<file path="src/rtl/apm_smi_pkg.sv">
package apm_smi_pkg;
  localparam logic [7:0] ACPI_ON_CODE  = 8'hF1;
  localparam logic [7:0] ACPI_OFF_CODE = 8'hF0;

  // True for either reserved ACPI mode-switch code.
  function automatic logic is_mode_code(input logic [7:0] d);
    return (d == ACPI_ON_CODE) || (d == ACPI_OFF_CODE);
  endfunction

  // Reset value of configuration byte idx.
  function automatic logic [7:0] cfg_reset_value(input int idx, input int ctl_idx,
                                                 input logic smm_here,
                                                 input logic [7:0] no_smm_val);
    if (idx == ctl_idx && !smm_here) return no_smm_val;
    return 8'h00;
  endfunction
endpackage

</file>
<file path="src/rtl/apm_cfg_bank.sv">
module apm_cfg_bank #(
  parameter int DATA_W   = 8,
  parameter int NBYTES   = 4,
  parameter int CTL_IDX  = 3,
  parameter logic [7:0] NO_SMM_VAL = 8'h02,
  localparam int AW = (NBYTES > 1) ? $clog2(NBYTES) : 1
) (
  input  logic                           clk,
  input  logic                           rst_n,
  input  logic                           smm_present,
  input  logic                           wr,
  input  logic [AW-1:0]                  waddr,
  input  logic [DATA_W-1:0]              wdata,
  output logic [NBYTES-1:0][DATA_W-1:0]  bytes_q
);
  import apm_smi_pkg::*;

  for (genvar g = 0; g < NBYTES; g++) begin : g_byte
    always_ff @(posedge clk) begin
      if (!rst_n)
        bytes_q[g] <= DATA_W'(cfg_reset_value(g, CTL_IDX, smm_present, NO_SMM_VAL));
      else if (wr && (waddr == AW'(g)))
        bytes_q[g] <= wdata;
    end
  end
endmodule

</file>
<file path="src/rtl/apm_cmd_decode.sv">
module apm_cmd_decode #(
  parameter int DATA_W = 8
) (
  input  logic              cmd_wr,
  input  logic [DATA_W-1:0] cmd_data,
  input  logic              smi_enable,
  output logic              acpi_on,
  output logic              acpi_off,
  output logic              smi_fire
);
  import apm_smi_pkg::*;

  logic mode_hit;

  always_comb begin
    mode_hit = is_mode_code(8'(cmd_data));
    acpi_on  = cmd_wr && (8'(cmd_data) == ACPI_ON_CODE);
    acpi_off = cmd_wr && (8'(cmd_data) == ACPI_OFF_CODE);
    smi_fire = cmd_wr && !mode_hit && smi_enable;
  end

  // a mode switch and an SMI raise never coincide
  always_comb begin
    a_r3_mode_excludes_smi: assert (!(smi_fire && (acpi_on || acpi_off)));
  end
endmodule

</file>
<file path="src/rtl/apm_ctl_state.sv">
module apm_ctl_state (
  input  logic clk,
  input  logic rst_n,
  input  logic acpi_on,
  input  logic acpi_off,
  input  logic smi_fire,
  input  logic smi_ack,
  output logic sci_en,
  output logic smi_req
);
  always_ff @(posedge clk) begin
    if (!rst_n) begin
      sci_en  <= 1'b0;
      smi_req <= 1'b0;
    end else begin
      if (acpi_on)       sci_en <= 1'b1;
      else if (acpi_off) sci_en <= 1'b0;
      if (smi_fire)      smi_req <= 1'b1;
      else if (smi_ack)  smi_req <= 1'b0;
    end
  end

  a_r1_sci_set: assert property (@(posedge clk) disable iff (!rst_n)
    acpi_on |=> sci_en);
  a_r2_sci_clear: assert property (@(posedge clk) disable iff (!rst_n)
    acpi_off |=> !sci_en);
  a_r7_smi_sticky: assert property (@(posedge clk) disable iff (!rst_n)
    (smi_req && !smi_ack) |=> smi_req);
  a_r9_ack_clears: assert property (@(posedge clk) disable iff (!rst_n)
    (smi_ack && !smi_fire) |=> !smi_req);
endmodule

</file>
<file path="src/rtl/apm_smi_trigger.sv">
module apm_smi_trigger #(
  parameter int DATA_W   = 8,
  parameter int NBYTES   = 4,
  parameter int CTL_IDX  = 3,
  parameter int SMI_EN_BIT = 1,
  parameter logic [7:0] NO_SMM_VAL = 8'h02,
  localparam int AW = (NBYTES > 1) ? $clog2(NBYTES) : 1
) (
  input  logic              clk,
  input  logic              rst_n,
  input  logic              smm_present,
  input  logic              cmd_wr,
  input  logic [DATA_W-1:0] cmd_data,
  input  logic              cfg_wr,
  input  logic [AW-1:0]     cfg_waddr,
  input  logic [DATA_W-1:0] cfg_wdata,
  input  logic [AW-1:0]     cfg_raddr,
  output logic [DATA_W-1:0] cfg_rdata,
  input  logic              smi_ack,
  output logic              sci_en,
  output logic              smi_req
);
  import apm_smi_pkg::*;

  logic [NBYTES-1:0][DATA_W-1:0] cfg_q;
  logic smi_enable, acpi_on, acpi_off, smi_fire;

  apm_cfg_bank #(.DATA_W(DATA_W), .NBYTES(NBYTES), .CTL_IDX(CTL_IDX),
                 .NO_SMM_VAL(NO_SMM_VAL)) u_bank (
    .clk(clk), .rst_n(rst_n), .smm_present(smm_present),
    .wr(cfg_wr), .waddr(cfg_waddr), .wdata(cfg_wdata), .bytes_q(cfg_q));

  // Registered byte: a same-cycle write is seen only from the next cycle.
  assign smi_enable = cfg_q[CTL_IDX][SMI_EN_BIT];
  assign cfg_rdata  = cfg_q[cfg_raddr];

  apm_cmd_decode #(.DATA_W(DATA_W)) u_dec (
    .cmd_wr(cmd_wr), .cmd_data(cmd_data), .smi_enable(smi_enable),
    .acpi_on(acpi_on), .acpi_off(acpi_off), .smi_fire(smi_fire));

  apm_ctl_state u_state (
    .clk(clk), .rst_n(rst_n), .acpi_on(acpi_on), .acpi_off(acpi_off),
    .smi_fire(smi_fire), .smi_ack(smi_ack), .sci_en(sci_en), .smi_req(smi_req));

  a_r3_mode_no_raise: assert property (@(posedge clk) disable iff (!rst_n)
    (cmd_wr && is_mode_code(8'(cmd_data)) && !smi_req) |=> !smi_req);
  a_r4_gate_closed: assert property (@(posedge clk) disable iff (!rst_n)
    (cmd_wr && !cfg_q[CTL_IDX][SMI_EN_BIT] && !smi_req) |=> !smi_req);
endmodule

</file>
<file path="config.mk">
export PLATFORM = sky130hd
export DESIGN_NAME = apm_smi_trigger
export DESIGN_NICKNAME = d
export VERILOG_FILES = /design/src/rtl/apm_smi_pkg.sv /design/src/rtl/apm_cfg_bank.sv /design/src/rtl/apm_cmd_decode.sv /design/src/rtl/apm_ctl_state.sv /design/src/rtl/apm_smi_trigger.sv
export SDC_FILE = /design/constraint.sdc
export NUM_CORES = 1
export LEC_CHECK = 0
export BUFFER_PORTS_ARGS = -buffer_cell sky130_fd_sc_hd__buf_4
export CORE_AREA = 2 2 56 58
export CTS_CLUSTER_SIZE = 12
export DETAILED_ROUTE_END_ITERATION = 8
export DIE_AREA = 0 0 58 60
export PLACE_DENSITY = 0.88
export SLEW_MARGIN = 20
export SYNTH_ARGS = -nofsm -noshare
export SYNTH_HDL_FRONTEND = slang
export SYNTH_SLANG_ARGS = --single-unit
</file>
<file path="constraint.sdc">
create_clock -name clk -period 3.6 [get_ports clk]
set_clock_uncertainty 0.1 [all_clocks]
set_input_delay 1.08 -clock clk [delete_from_list [all_inputs] [get_ports clk]]
set_output_delay 1.08 -clock clk [all_outputs]
set_load 0.01 [all_outputs]
</file>
==> results.md <==
- The floorplan has 20 rows.
- The type of the worst setup path is input port to output port.
- The final critical-path share of the clock period is 0.866.
- The final setup violation count is 0.
- Summing all multi-input logic gate instances after layout gives 721 µm².
- The share of flip-flops with an asynchronous set or reset is 0.
- The total number of yosys warnings is 0.
- The maximum fanout along the worst path is 8.
- The wire length of the first global-routing pass is 4.73 mm.
- Yosys mapped a number of flops with a built-in enable equal to 8.
- The mapped cell area is 0.00154 mm².
- In the final routed layout, each cell accounts on average for 15.1 µm.
- The final sum of negative setup slack is 0 ns.
- The final-report max-slew violation count came to 0.
- The type of element capturing the critical path is an output port.
- The clock network latency to the later pin of the worst-skew pair is 0.32 ns.
- IR analysis of the VDD net gives a maximum drop of ~0.26 mV.
- The global route total overflow is 0.
- The total routing usage reported by global routing is 0.190.
- At the worst endpoint, the required time is 2.42 ns.
- The share of post-route cells with drive strength above 1 is 0.318.
- The final cell count without fillers is 190.
- Clock-pin slew was measured on the worst setup and hold paths at 0.09 ns.
- The worst setup path is launched from an input port.
- The number of buffers added by the clock tree synthesis step is 5.
- The tree built by TritonCTS fans out to 34 sinks.
- In the routed design, unresolved DRC markers number 0.
- The tool flagged a number of max-cap violations equal to 0.
- The wire length after detailed routing is about 2.9 mm.
- The netlist uses 19 different library cells.
- The via count of the first global-routing pass came to 1013.
- The clock tree root driver cell is clkbuf_4.
- For the pin with the worst max-slew slack, the measured transition is about 0.60 ns.
- The arrival time of data at the critical path endpoint is between 1.5 and 2 ns.
- The worst min-delay path class is flip-flop to flip-flop.
- The final total power is 705 µW.
- The shortest period the worst path allows is 3.12 ns.
- The floorplan step defined a die boundary enclosing 0.00348 mm².
- The routed layout has 1028 vias.
- No sink is reached through more buffers than the 2 on the longest clock path.
- The sum of net half-perimeters after detailed placement is 2.10 mm.
- The I/O pin count is 36.
- The clock tree from TritonCTS is built.
- The layout overhead on the synthesized area is 19.3%.
- In this run, post-CTS repair resized a total of 0 instances.
- Once detail routing completed, the nets flagged for antenna violations numbered 0.
- For this run, the register share of the synthesized area comes to 0.493.
- The headroom to the max-slew limit is 0.599.
- The core box area is 0.00290 mm².
- The total power density per cell area is about 380 mW/mm².
- After the first detailed-routing iteration, the DRC count stood at 17.
- Buffers added to address setup during post-CTS repair amount to 0.
- The number of hold buffers added after CTS is 0.
- The synthesized netlist net count is 149.
- Synthesis produced roughly 120 cells.
- The die span in y is 60 µm.
- The die is 58 µm wide.
- The worst hold slack across all endpoints is 0.374 ns.
- The average cell area after synthesis is 12.6 µm².
- The number of antenna diodes is 0.
- The synthesized flop and latch total is 34.
- The static power due to leakage is 0.000794 µW.
- The commonest register cell after synthesis is dfxtp_1.
- For this run, the detailed router's first-pass iteration total came to 4.
- In the final layout, flip-flops and latches occupy 761 µm².
- By count the netlist is led by dfxtp_1, mux2i_1, nor2b_1.
- Setup repair after global routing left no endpoint under its margin.
- Timing would allow up to about 320 MHz.
- Yosys attributes the largest share of cell area to dfxtp_1, mux2i_1, edfxtp_1.
- CTS built an H-tree with a depth of 2.
- The cell taking the most area after synthesis is dfxtp_1.
- The number of hold-slack violations in the final timing report is 0.
- In the final design database the tool counted 183 nets.
- The run finished with clean final reports.
- After filler insertion, the fill cell instance count of the layout stands at 241.
- For this configuration, the core starts out at a cell density of 0.532.
- Routability-driven placement finished with a final weighted congestion of about 0.63.
- The fraction of post-synthesis cell area in the top cell type by area is 0.337.
- The pin count of the biggest net entering global routing is 38.
- The routed via count divided by cell count is ~5.4.
- The number of input and output port buffers inserted is 35.
- The initial antenna violation count came to 0.
- The placed instance count is approximately 180.
## per-layer routing
layer | global-route usage | vias up | routed length [µm]
li1 | - | 501 | -
met1 | 0.229 | 490 | 1200
met2 | 0.318 | 31 | 1440
met3 | 0.0693 | 6 | 184
met4 | 0.0598 | 0 | 35
met5 | 0 | - | 0
## state kept, by name (all words and copies together) (netlist names)
signal           cells
u_state.smi_req      1
u_state.sci_en       1
u_bank.bytes_q      32
## cells in the final DEF (no fill, tap or decap)
cell,synthesis,layout
clkbuf_1,3,2
nor4_1,2,2
nand2_1,3,3
nand3_1,2,2
nor3b_2,1,1
mux4_2,8,8
o21ai_0,1,1
edfxtp_1,8,8
and2_1,7,7
inv_1,1,1
nand4_1,1,1
clkbuf_4,0,5
dfxtp_1,26,26
buf_4,2,36
nor2b_1,24,24
nand3b_1,3,3
nand2b_1,1,1
mux2i_1,26,26
## worst max-delay path: stages
cell and delay [ns]:
buf_4 0.19, mux4_2 0.51, buf_4 0.15
## final timing paths
path	from	endpoint	slack (ns)	depth (start not counted)
setup / recovery	cfg_raddr[0]	cfg_rdata[3]	0.48	3
hold / removal	u_state.sci_en$_SDFFE_PN0P_	u_state.sci_en$_SDFFE_PN0P_	0.37	2
setup reg to reg	u_bank.bytes_q[25]$_DFFE_PP_	u_state.smi_req$_SDFFE_PN0P_	2.80	2
hold reg to reg	u_state.sci_en$_SDFFE_PN0P_	u_state.sci_en$_SDFFE_PN0P_	0.37	2
## through the flow
step	cell area, µm²	setup slack, ns	util
after floorplan	1540	0.675	-
after global placement	1800	0.470	0.619
after detailed placement	1800	0.459	0.619
after CTS	1840	0.459	0.634
after global routing	1840	0.420	0.634
final	1840	0.483	0.634
## kinds of logic (layout without fill, tap and decap cells)
logic type	Yosys count	in the layout	share of synthesized area
buffers and inverters	10	44	0.0405
and+or+nand+nor	44	44	0.178
AOI/OAI and AO/OA	1	1	0.00324
DFF	34	34	0.493
muxes	34	34	0.285
## final cells by class
class,instances,area share
Sequential cell,34,0.413
Multi-Input combinational cell,79,0.391
Timing Repair Buffer,36,0.147
Clock buffer,7,0.0245
Tap cell,33,0.0224
Inverter,1,0.00204
## where the power goes
part | switching [µW] | leakage (µW) | total (µW) | internal, µW
clock | 113 | 0.0000254 | 187 | 73.6
combinational | 42.5 | 0.000478 | 101 | 58.1
sequential | 7.79 | 0.000290 | 418 | 410
Note: power is estimated with default switching activity, not from simulation.
